--- config.mk ---
export PLATFORM = sky130hd
export DESIGN_NAME = burst_copy_engine
export DESIGN_NICKNAME = d
export VERILOG_FILES = /design/src/rtl/copy_engine_pkg.sv /design/src/rtl/copy_ctrl.sv /design/src/rtl/copy_datapath.sv /design/src/rtl/burst_copy_engine.sv
export SDC_FILE = /design/constraint.sdc
export NUM_CORES = 1
export LEC_CHECK = 0
export ABC_AREA = 1
export BUFFER_PORTS_ARGS = -buffer_cell sky130_fd_sc_hd__clkbuf_2
export CORE_MARGIN = 2
export CORE_UTILIZATION = 53
export DETAILED_ROUTE_END_ITERATION = 10
export GPL_TIMING_DRIVEN = 1
export HOLD_SLACK_MARGIN = 0.03
export PLACE_DENSITY_LB_ADDON = 0.15
export REMOVE_ABC_BUFFERS = 1
export SETUP_SLACK_MARGIN = 0.05
export SLEW_MARGIN = 0
export SYNTH_ARGS = -nofsm -noshare
export SYNTH_HDL_FRONTEND = slang
export SYNTH_HIERARCHICAL = 1
export SYNTH_SLANG_ARGS = --single-unit
--- constraint.sdc ---
create_clock -name clk -period 2.8 [get_ports clk]
set_input_delay 0.28 -clock clk [delete_from_list [all_inputs] [get_ports clk]]
set_output_delay 0.28 -clock clk [all_outputs]
set_load 0.02 [all_outputs]
--- src/rtl/copy_engine_pkg.sv ---
package copy_engine_pkg;

  localparam int OFF_W       = 12;
  localparam int BEATS       = 4;
  localparam int BEAT_BYTES  = 8;
  localparam int BEAT_IDX_W  = $clog2(BEATS);
  localparam int BEAT_SHIFT  = $clog2(BEAT_BYTES);
  localparam int STAGE_SPAN  = BEATS * BEAT_BYTES;

  localparam logic [OFF_W-1:0] OFF_STAGE   = 12'h000;
  localparam logic [OFF_W-1:0] OFF_SRC     = 12'h100;
  localparam logic [OFF_W-1:0] OFF_DST     = 12'h200;
  localparam logic [OFF_W-1:0] OFF_CTRL    = 12'hA00;
  localparam logic [OFF_W-1:0] OFF_CTRL_LO = 12'hA04;
  localparam logic [OFF_W-1:0] OFF_ERR     = 12'hE00;
  localparam logic [OFF_W-1:0] OFF_PORT    = 12'hF00;

  typedef enum logic [1:0] {
    ENG_IDLE,
    ENG_FILL,
    ENG_DRAIN
  } engState_e;

  typedef enum logic [2:0] {
    RD_NONE,
    RD_CTRL,
    RD_CTRL_LO,
    RD_ERR,
    RD_PORT
  } rdSel_e;

  typedef struct packed {
    logic                  stageWr;
    logic [BEAT_IDX_W-1:0] stageIdx;
    logic                  srcWr;
    logic                  dstWr;
    logic                  ctrlWr;
    logic                  ctrlLoWr;
    logic                  errClr;
    logic                  portWr;
    logic                  beatLoad;
    logic                  beatIsWrite;
    logic [BEAT_IDX_W-1:0] beatIdx;
    rdSel_e                rdSel;
  } ctrlStrobe_t;

endpackage

--- src/rtl/copy_ctrl.sv ---
module copy_ctrl
  import copy_engine_pkg::*;
(
  input  logic                   clk,
  input  logic                   rstN,
  input  logic                   regReq,
  input  logic                   regWrite,
  input  logic                   regWide,
  input  logic [OFF_W-1:0]       regOffset,
  input  logic                   memAck,
  output ctrlStrobe_t            strobe,
  output logic                   busy,
  output logic                   memReq,
  output logic                   memWrite
);

  localparam logic [BEAT_IDX_W-1:0] LAST_BEAT = BEAT_IDX_W'(BEATS - 1);

  engState_e             state;
  logic [BEAT_IDX_W-1:0] beatCnt;

  logic accept;
  logic wrWide;
  logic rdAcc;
  logic stageHit;

  assign accept   = regReq && (state == ENG_IDLE);
  assign wrWide   = accept && regWrite && regWide;
  assign rdAcc    = accept && !regWrite;
  assign stageHit = (regOffset[OFF_W-1:BEAT_IDX_W+BEAT_SHIFT] == '0) &&
                    (regOffset[BEAT_SHIFT-1:0] == '0);

  always_comb begin
    strobe             = '0;
    strobe.rdSel       = RD_NONE;
    strobe.stageIdx    = regOffset[BEAT_IDX_W+BEAT_SHIFT-1:BEAT_SHIFT];
    strobe.stageWr     = wrWide && stageHit;
    strobe.srcWr       = wrWide && (regOffset == OFF_SRC);
    strobe.dstWr       = wrWide && (regOffset == OFF_DST);
    strobe.ctrlWr      = wrWide && (regOffset == OFF_CTRL);
    strobe.ctrlLoWr    = accept && regWrite && !regWide && (regOffset == OFF_CTRL_LO);
    strobe.errClr      = wrWide && (regOffset == OFF_ERR);
    strobe.portWr      = wrWide && (regOffset == OFF_PORT);
    strobe.beatLoad    = (state == ENG_FILL) && memAck;
    strobe.beatIsWrite = (state == ENG_DRAIN);
    strobe.beatIdx     = beatCnt;
    if (rdAcc) begin
      if (regWide && regOffset == OFF_CTRL)         strobe.rdSel = RD_CTRL;
      else if (!regWide && regOffset == OFF_CTRL_LO) strobe.rdSel = RD_CTRL_LO;
      else if (regWide && regOffset == OFF_ERR)     strobe.rdSel = RD_ERR;
      else if (regWide && regOffset == OFF_PORT)    strobe.rdSel = RD_PORT;
      else                                          strobe.rdSel = RD_NONE;
    end
  end

  always_ff @(posedge clk or negedge rstN) begin
    if (!rstN) begin
      state   <= ENG_IDLE;
      beatCnt <= '0;
    end else begin
      unique case (state)
        ENG_IDLE: begin
          beatCnt <= '0;
          if (strobe.srcWr)      state <= ENG_FILL;
          else if (strobe.dstWr) state <= ENG_DRAIN;
        end
        ENG_FILL, ENG_DRAIN: begin
          if (memAck) begin
            if (beatCnt == LAST_BEAT) begin
              state   <= ENG_IDLE;
              beatCnt <= '0;
            end else begin
              beatCnt <= beatCnt + 1'b1;
            end
          end
        end
        default: state <= ENG_IDLE;
      endcase
    end
  end

  assign busy     = (state != ENG_IDLE);
  assign memReq   = busy;
  assign memWrite = (state == ENG_DRAIN);

endmodule

--- src/rtl/copy_datapath.sv ---
module copy_datapath
  import copy_engine_pkg::*;
#(
  parameter int          ADDR_W   = 32,
  parameter int          DATA_W   = 64,
  parameter logic [63:0] ERR_INIT = 64'h0
) (
  input  logic                clk,
  input  logic                rstN,
  input  ctrlStrobe_t         strobe,
  input  logic [DATA_W/2-1:0] regWdataHi,
  input  logic [DATA_W/2-1:0] regWdataLo,
  output logic [DATA_W/2-1:0] regRdataHi,
  output logic [DATA_W/2-1:0] regRdataLo,
  input  logic [DATA_W-1:0]   memRdata,
  output logic [ADDR_W-1:0]   memAddr,
  output logic [DATA_W-1:0]   memWdata
);

  localparam int HALF_W = DATA_W / 2;

  logic [DATA_W-1:0] wdata;
  logic [DATA_W-1:0] stage [BEATS];
  logic [DATA_W-1:0] srcReg;
  logic [DATA_W-1:0] dstReg;
  logic [DATA_W-1:0] ctrlReg;
  logic [DATA_W-1:0] errReg;
  logic [DATA_W-1:0] portReg;

  assign wdata = {regWdataHi, regWdataLo};

  for (genvar g = 0; g < BEATS; g++) begin : g_stage
    always_ff @(posedge clk or negedge rstN) begin
      if (!rstN) begin
        stage[g] <= '0;
      end else if (strobe.stageWr && strobe.stageIdx == BEAT_IDX_W'(g)) begin
        stage[g] <= wdata;
      end else if (strobe.beatLoad && strobe.beatIdx == BEAT_IDX_W'(g)) begin
        stage[g] <= memRdata;
      end
    end
  end

  always_ff @(posedge clk or negedge rstN) begin
    if (!rstN) begin
      srcReg  <= '0;
      dstReg  <= '0;
      ctrlReg <= '0;
      errReg  <= DATA_W'(ERR_INIT);
      portReg <= '0;
    end else begin
      if (strobe.srcWr)    srcReg  <= wdata;
      if (strobe.dstWr)    dstReg  <= wdata;
      if (strobe.ctrlWr)   ctrlReg <= wdata;
      if (strobe.ctrlLoWr) ctrlReg <= {ctrlReg[DATA_W-1:HALF_W], regWdataHi};
      if (strobe.errClr)   errReg  <= errReg & ~wdata;
      if (strobe.portWr)   portReg <= wdata;
    end
  end

  logic [ADDR_W-1:0] beatBase;
  logic [ADDR_W-1:0] beatOffset;

  assign beatBase   = strobe.beatIsWrite ? dstReg[ADDR_W-1:0] : srcReg[ADDR_W-1:0];
  assign beatOffset = ADDR_W'(strobe.beatIdx) << BEAT_SHIFT;
  assign memAddr    = beatBase + beatOffset;
  assign memWdata   = stage[strobe.beatIdx];

  always_comb begin
    regRdataHi = '0;
    regRdataLo = '0;
    unique case (strobe.rdSel)
      RD_CTRL:    {regRdataHi, regRdataLo} = ctrlReg;
      RD_CTRL_LO: regRdataHi = ctrlReg[HALF_W-1:0];
      RD_ERR:     {regRdataHi, regRdataLo} = errReg;
      RD_PORT:    {regRdataHi, regRdataLo} = portReg;
      default:    ;
    endcase
  end

endmodule

--- src/rtl/burst_copy_engine.sv ---
module burst_copy_engine
  import copy_engine_pkg::*;
#(
  parameter int          ADDR_W   = 32,
  parameter int          DATA_W   = 64,
  parameter logic [63:0] ERR_INIT = 64'hC3A5_0000_0000_5A3C
) (
  input  logic                clk,
  input  logic                rstN,
  input  logic                regReq,
  input  logic                regWrite,
  input  logic                regWide,
  input  logic [OFF_W-1:0]    regOffset,
  input  logic [DATA_W/2-1:0] regWdataHi,
  input  logic [DATA_W/2-1:0] regWdataLo,
  output logic [DATA_W/2-1:0] regRdataHi,
  output logic [DATA_W/2-1:0] regRdataLo,
  output logic                busy,
  output logic                memReq,
  output logic                memWrite,
  output logic [ADDR_W-1:0]   memAddr,
  output logic [DATA_W-1:0]   memWdata,
  input  logic                memAck,
  input  logic [DATA_W-1:0]   memRdata
);

  ctrlStrobe_t strobe;

  copy_ctrl u_ctrl (
    .clk       (clk),
    .rstN      (rstN),
    .regReq    (regReq),
    .regWrite  (regWrite),
    .regWide   (regWide),
    .regOffset (regOffset),
    .memAck    (memAck),
    .strobe    (strobe),
    .busy      (busy),
    .memReq    (memReq),
    .memWrite  (memWrite)
  );

  copy_datapath #(
    .ADDR_W   (ADDR_W),
    .DATA_W   (DATA_W),
    .ERR_INIT (ERR_INIT)
  ) u_dp (
    .clk        (clk),
    .rstN       (rstN),
    .strobe     (strobe),
    .regWdataHi (regWdataHi),
    .regWdataLo (regWdataLo),
    .regRdataHi (regRdataHi),
    .regRdataLo (regRdataLo),
    .memRdata   (memRdata),
    .memAddr    (memAddr),
    .memWdata   (memWdata)
  );

endmodule

==> results of run 1 <==
-- cell type report --
class                           instances  area [um2]
Sequential cell                       516       12900
Fill cell                            3384       12800
Multi-Input combinational cell       2035       12200
Timing Repair Buffer                  569        5680
Clock buffer                           89        1660
Inverter                              393        1510
Tap cell                              615         769
Clock inverter                         14         134
-- report_power, final --
group,internal (mW),switching [mW],leakage (nW)
clock,4.23,3.10,0.887
combinational,0.855,1.64,11.1
sequential,7.50,0.0253,5.91
-- registers in the layout, summed over array words and instances, names as in the netlist --
register and count:
u_dp/dstReg 32, u_dp/errReg 64, u_dp/srcReg 32, u_ctrl/state 2
u_dp/stage 256, u_dp/portReg 64, u_ctrl/beatCnt 2, u_dp/ctrlReg 64
-- metrics by stage --
stage          area [um2]  setup slack, ns  utilization [%]  power [mW]  cells
6_report            34900           -0.579             73.2        17.4   4231
5_1_grt             34900           -0.653             73.2        17.8   4231
4_1_cts             33500           -0.413             70.3        17.0   4185
3_5_place_dp        28100          0.00149             59.0        9.53   3952
3_3_place_gp        28100           0.0765             59.0        9.49   3952
2_1_floorplan       24600            -2.86                -        8.43   2943
-- how the worst max path moves through the flow --
stage / startpoint / endpoint / slack [ns] / cells after the start
final: u_ctrl/state[1] / regRdataHi[19] / -0.58 / 15
after global routing: u_ctrl/state[0] / memAddr[20] / -0.65 / 16
after CTS: u_ctrl/state[0] / memAddr[15] / -0.41 / 13
after detailed placement: u_ctrl/state[0] / memAddr[17] / 0.001 / 12
after global placement: u_ctrl/state[0] / memAddr[17] / 0.08 / 12
after floorplan: u_ctrl/state[0] / u_dp/srcReg[14] / -2.86 / 5
-- metal layers --
metal | vias to the layer above | track usage [%] | routed length, um
met2 | 1707 | 60.8 | 45900
li1 | 11318 | - | -
met3 | 307 | 7.32 | 10800
met4 | 6 | 17.1 | 4050
met1 | 12731 | 51.1 | 37400
met5 | - | 0 | 35
-- layout by cell type (no fill, tap or decap), types with 6 or more instances in the layout --
cell             n
nor2_1          72
nand2_2         78
dlygate4sd3_1   73
a22oi_1         67
o221ai_2        11
nor2_2          17
nand3_4          6
inv_1          371
o21ai_0        641
inv_2           15
a21oi_4          8
o221ai_1        84
nand3_1         22
buf_4           97
clkbuf_2       215
a21oi_2          9
clkbuf_16       60
buf_16          23
nor2_4          27
a21oi_1        104
dfstp_2         16
o21ai_1         42
buf_6           46
dfrtp_1        500
o22ai_2         10
o221ai_4        21
clkbuf_8        28
o22ai_4         10
nand2_4         53
clkinv_2         9
o211ai_1        16
mux2_2          14
nand2_1        650
buf_8           49
clkbuf_1        18
buf_12          48
o2111ai_4       10
a21boi_0        12
-- repair_timing --
item,4_1_cts,5_1_grt
resized for setup,395,305
pin swaps,46,81
gates cloned,22,7
endpoints found under the hold margin,357,0
setup endpoints to repair,105,187
hold buffers,73,0
buffers inserted,35,42
-- kinds of logic (layout without fill, tap and decap cells) --
kind of cell | Yosys count | count (layout)
AOI/OAI and AO/OA | 1052 | 1052
xor gates and xnor gates | 15 | 15
muxes | 14 | 14
DFF | 516 | 516
adders and majority gates | 7 | 7
buffers and inverters | 613 | 1065
and+or+nand+nor | 946 | 947
==> impl_metrics.py, run 1 <==
metrics = {
    "hold_path": {
        "min_from": "regWdataLo[14]",
        "whs_path_depth": 2,
        "hold_class": "in2reg",
        "hold_end": "u_dp/errReg[14]",
    },
    "synthesis": {
        "muxShareOfSynthArea_pct": 0.618,
        "synthArstFlopShare_pct": 100,
        "synth_top_family_by_area": "compound AO/OA/AOI/OAI gates",
        "synth-edff-count": 0,
        "synth_xor_area_share_pct": 0.515,
        "synth_area_mm2": 0.0255,
        "synth-seq-cells": 516,
        "yosysSeqAreaShare_pct": 50.7,
        "avgSynthCellArea_um2": 8.07,
        "ys_top_cells_by_area": "dfrtp_1 49%, o21ai_0 13%, nand2_1 11%",
        "yosysMostFrequentCell": "nand2_1",
        "synth_common_cells": "752 x nand2_1, 650 x o21ai_0, 500 x dfrtp_1, 383 x inv_1, 174 x clkbuf_1",
        "synth_top_area_cell": "dfrtp_1",
        "synth_cell_types": 39,
        "yosys.area_share.simple_pct": 14.9,
        "synth_ff_type": "dfrtp_1",
        "synth_compound_area_share_pct": 23.6,
        "synth_adder_area_share_pct": 0.373,
        "synth_top_area_share_pct": 49.0,
        "synthCells": 3163,
        "ys_warn_count": 6,
    },
    "sta": {
        "setup_tns_ns": -41.34,
        "fin_crit_ns": 3.38,
        "skew_ns": 0.0245,
        "maxSlewViolCount": 0,
        "rsz0062_at_grt": "true",
        "setup-violations-final": 90,
        "timing.final.ws_setup_ns": -0.579,
        "maxSlewHeadroom_pct": 35.7,
        "min_period_over_period_pct": 121,
        "holdWs_ns": 0.0552,
        "tightest_slew_ns": 0.965,
        "max_freq_mhz": 296,
        "hold_viol": 0,
    },
    "clock_network": {
        "cts_max_level": 2,
        "cts.sinks": 516,
        "cts_tree": "yes",
        "insertion_delay_ns": 0.63,
        "cts-buffers-inserted": 55,
        "clk_pin_slew_ns": 0.06,
        "cts_root_buf": "clkbuf_16",
        "clock_path_buffers": 3,
    },
    "setup_path": {
        "crit_required_ns": 2.52,
        "path_cells": "inv_2, ha_4, nand3b_1, buf_6, nor3_4, buf_6, buf_6, nor3_4, buf_12, buf_12, buf_12, buf_16, a21oi_4, nand2_2, buf_8",
        "cp_max_fo": 6,
        "crit_arrival_ns": 3.10,
        "reg2regPathDepth": 11,
        "cp_slowest_cell": "dfrtp_1",
        "startpoint_type": "flip-flop",
        "r2r-end": "u_dp/ctrlReg[20]",
        "r2r_start": "u_ctrl/state[1]",
        "crit_family": "buffers and inverters",
        "crit_buf_inv": 9,
        "crit_type": "reg2out",
        "end_kind": "output port",
        "slowest_delay_ns": 0.43,
        "rrSetupSlack_ns": 0.08,
    },
    "place": {
        "hpwl_mm": 56.0,
        "gp_congestion": 0.929,
        "port_buffers": 308,
    },
    "global_routing": {
        "grt_pass1_vias": 25422,
        "grt_max_degree": 81,
        "grt_pass1_wl_mm": 147,
        "antenna_found_initial": 3,
        "grt_use_total_pct": 38.2,
        "grt_overflow_total": 0,
    },
    "drt": {
        "drtAntennaViolNets": 0,
        "wl_mm": 98.3,
        "drcViolationCount": 0,
        "routedWlPerCell_um": 23.2,
        "vias_per_cell": 6.16,
        "drtPass1Iterations": 7,
        "vias": 26069,
        "drt-initial-drc-count": 3464,
    },
    "power_and_ir_drop": {
        "leakagePower_nw": 17.9,
        "powerDensity_mw_per_mm2": 498,
        "ir_drop_mv": 0.469,
    },
    "run_status": {
        "violations": "setup timing",
        "run_status": "finished with violations",
    },
    "layout": {
        "nets": 3723,
        "diodes": 0,
        "drive_above_1_share_pct": 25.6,
        "syn2layout_area_growth_pct": 36.6,
    },
    "floorplanning": {
        "start_util_pct": 53.6,
        "die_y_um": 223,
        "die_area_mm2": 0.0499,
        "io_pins": 309,
        "die_w_um": 223,
        "rows": 80,
        "coreArea_mm2": 0.0476,
    },
    "run": {
        "drv_cap": 0,
    },
}
No activity file was read; power rests on OpenSTA's default activity.
==> run 2: changes to the inputs <==
--- a/config.mk
+++ b/config.mk
@@ -12,9 +12,10 @@
 export DETAILED_ROUTE_END_ITERATION = 10
 export GPL_TIMING_DRIVEN = 1
 export HOLD_SLACK_MARGIN = 0.03
+export MAX_ROUTING_LAYER = met4
 export PLACE_DENSITY_LB_ADDON = 0.15
 export REMOVE_ABC_BUFFERS = 1
-export SETUP_SLACK_MARGIN = 0.05
+export SETUP_SLACK_MARGIN = 0.3
 export SLEW_MARGIN = 0
 export SYNTH_ARGS = -nofsm -noshare
 export SYNTH_HDL_FRONTEND = slang
==> run 2 against run 1 <==
Against the previous run: design area fell by 1.1%; the flow still finishes with violations (setup timing); via count is 0.39% higher; sequential share of layout area rose by 0.41 points; critical path depth shrank 2; sequential cell count unchanged; highest routed layer is now met4; global-route usage up 0.16 points; die area unchanged; final cell count about the same; clock skew down 0.00052 ns; first-iteration DRC count rose by 8.5%; clock power increased by 1%; largest cell class unchanged; utilization is 0.79 points lower; critical path type unchanged.
==> impl_metrics.py, run 2 (synthesized netlist as in run 1, its figures left out) <==
metrics = {
    "global_routing": {
        "grt_pass1_vias": 24990,
        "grt_max_degree": 91,
        "grt_pass1_wl_mm": 143,
        "grt_use_total_pct": 38.4,
        "grt_overflow_total": 0,
        "antenna_found_initial": 4,
    },
    "setup_path": {
        "slowest_delay_ns": 0.42,
        "crit_required_ns": 2.52,
        "crit_arrival_ns": 2.99,
        "cp_max_fo": 6,
        "startpoint_type": "flip-flop",
        "cp_slowest_cell": "dfrtp_1",
        "end_kind": "output port",
        "crit_type": "reg2out",
        "crit_top_cell": "buf_4",
        "path_cells": "inv_2, ha_4, nand3b_1, nor4_2, buf_4, inv_4, nor3_4, buf_6, buf_12, buf_16, nand2_2, o221ai_2, buf_4",
    },
    "power_and_ir_drop": {
        "powerDensity_mw_per_mm2": 518,
        "p_switching_mw": 5.11,
        "pwr-share-comb_pct": 16.3,
        "leakagePower_nw": 17.7,
        "seqPwrFrac_pct": 42.1,
        "pwr-share-clk_pct": 41.6,
        "switching_share_pct": 28.6,
        "ir_drop_mv": 0.486,
        "internal_power_mw": 12.7,
    },
    "sta": {
        "maxSlewViolCount": 0,
        "setup-violations-final": 91,
        "maxSlewHeadroom_pct": 39.4,
        "fin_crit_ns": 3.27,
        "tightest_slew_ns": 0.907,
        "hold_viol": 0,
        "setup_tns_ns": -35.07,
        "rsz0062_at_grt": "true",
        "timing.final.ws_setup_ns": -0.473,
        "min_period_over_period_pct": 117,
        "skew_ns": 0.0240,
        "holdWs_ns": 0.0584,
        "max_freq_mhz": 306,
    },
    "clock_network": {
        "cts-buffers-inserted": 55,
        "cts_root_buf": "clkbuf_16",
        "clock_path_buffers": 3,
        "cts.sinks": 516,
        "clk_pin_slew_ns": 0.06,
        "cts_tree": "yes",
        "cts_max_level": 2,
        "insertion_delay_ns": 0.63,
    },
    "place": {
        "port_buffers": 308,
        "gp_congestion": 0.943,
        "hpwl_mm": 55.7,
    },
    "drt": {
        "drtPass1Iterations": 6,
        "vias_per_cell": 6.19,
        "wl_mm": 100,
        "drcViolationCount": 0,
        "vias": 26171,
        "drtAntennaViolNets": 0,
        "routedWlPerCell_um": 23.8,
        "drt-initial-drc-count": 3760,
    },
    "layout": {
        "mostFrequentLayoutCells": "676 x nand2_1, 641 x o21ai_0, 500 x dfrtp_1, 372 x inv_1, 198 x clkbuf_2",
        "nets": 3714,
        "largest_reg_flops": 256,
        "syn2layout_area_growth_pct": 35.1,
        "top_register": "u_dp/stage",
        "fillers": 3472,
        "drive_above_1_share_pct": 24.9,
        "mostFrequentLayoutCell": "nand2_1",
        "finish.utilization_pct": 72.4,
    },
    "run_status": {
        "violations": "setup timing",
        "run_status": "finished with violations",
    },
    "floorplanning": {
        "io_pins": 309,
        "die_y_um": 223,
        "coreArea_mm2": 0.0476,
        "die_w_um": 223,
        "rows": 80,
        "die_area_mm2": 0.0499,
        "start_util_pct": 53.6,
    },
    "run": {
        "drv_cap": 0,
    },
    "hold_path": {
        "hold_class": "in2reg",
    },
}
[run 2: cell count changes in the layout (fill, tap and decap cells not counted), sizes merged]
cell,change
clkinv,+8
bufinv,+2
dlygate4sd3,+4
clkbuf,-14
bufbuf,+1
buf,-11
inv,-1
diode,+8
clkinvlp,+2
[run 2: worst paths after layout]
check,start,endpoint,slack [ns],cells after the start
setup / recovery,u_ctrl/state[1],regRdataLo[22],-0.47,13
hold / removal,memRdata[30],u_dp/stage[222],0.06,5
setup reg to reg,u_ctrl/state[1],u_dp/stage[110],0.34,11
hold reg to reg,u_dp/errReg[56],u_dp/errReg[56],0.47,2
max in group asynchronous,rstN,u_dp/stage[151],1.51,3
min in group asynchronous,rstN,u_dp/stage[114],0.26,2
[run 2: power groups by stage]
stage	logic (mW)	registers (mW)	clock network, mW
detailed placement	1.86	7.65	0
CTS	2.27	7.52	7.45
finish	2.91	7.52	7.43
global route	2.99	7.52	7.76
global placement	1.83	7.65	0
floorplan	0.771	7.66	0
[run 2: cell type report]
cell class              instances  area [um2]  area share (%)
flip-flops and latches        516       12900            37.5
multi-input cells            2035       12000            34.9
repair buffers                560        5410            15.7
clock buffers                  78        1530            4.44
inverters                     393        1510            4.37
well taps                     615         769            2.23
clock inverters                25         278           0.805
diodes                          8        20.0          0.0580
[run 2: repair_timing]
item | in CTS | in global routing
hold buffers | 77 | 0
gates cloned | 15 | 17
hold endpoints to repair | 394 | 0
buffers inserted | 29 | 29
pin swaps | 36 | 40
gates resized for setup | 320 | 347
endpoints found under the setup margin | 262 | 315
[run 2: critical path, delay by kind of cell (launching register included)]
family	cells	cell delay, ns
buffers and inverters	7	1.00
and+or+nand+nor	4	0.68
DFF	1	0.42
adders and majority gates	1	0.15
AOI/OAI and AO/OA	1	0.09
[run 2: routing by layer]
| metal | global-route usage, % | routed length [um] | share of wire (%) |
|---|---|---|---|
| met1 | 50.6 | 39000 | 39 |
| met4 | 16.4 | 4540 | 4.5 |
| met2 | 57.8 | 45000 | 45 |
| met3 | 8.07 | 12000 | 12 |
| met5 | - | 0 | 0 |
[run 2: metrics by stage]
step / std cells / setup slack, ns / power (mW) / area, um2
detailed placement: 3952 / 0.000520 / 9.51 / 28100
global route: 4228 / -0.566 / 18.3 / 34500
finish: 4230 / -0.473 / 17.9 / 34500
global placement: 3952 / 0.0801 / 9.48 / 28100
floorplan: 2943 / -2.86 / 8.43 / 24600
CTS: 4176 / -0.392 / 17.2 / 32700
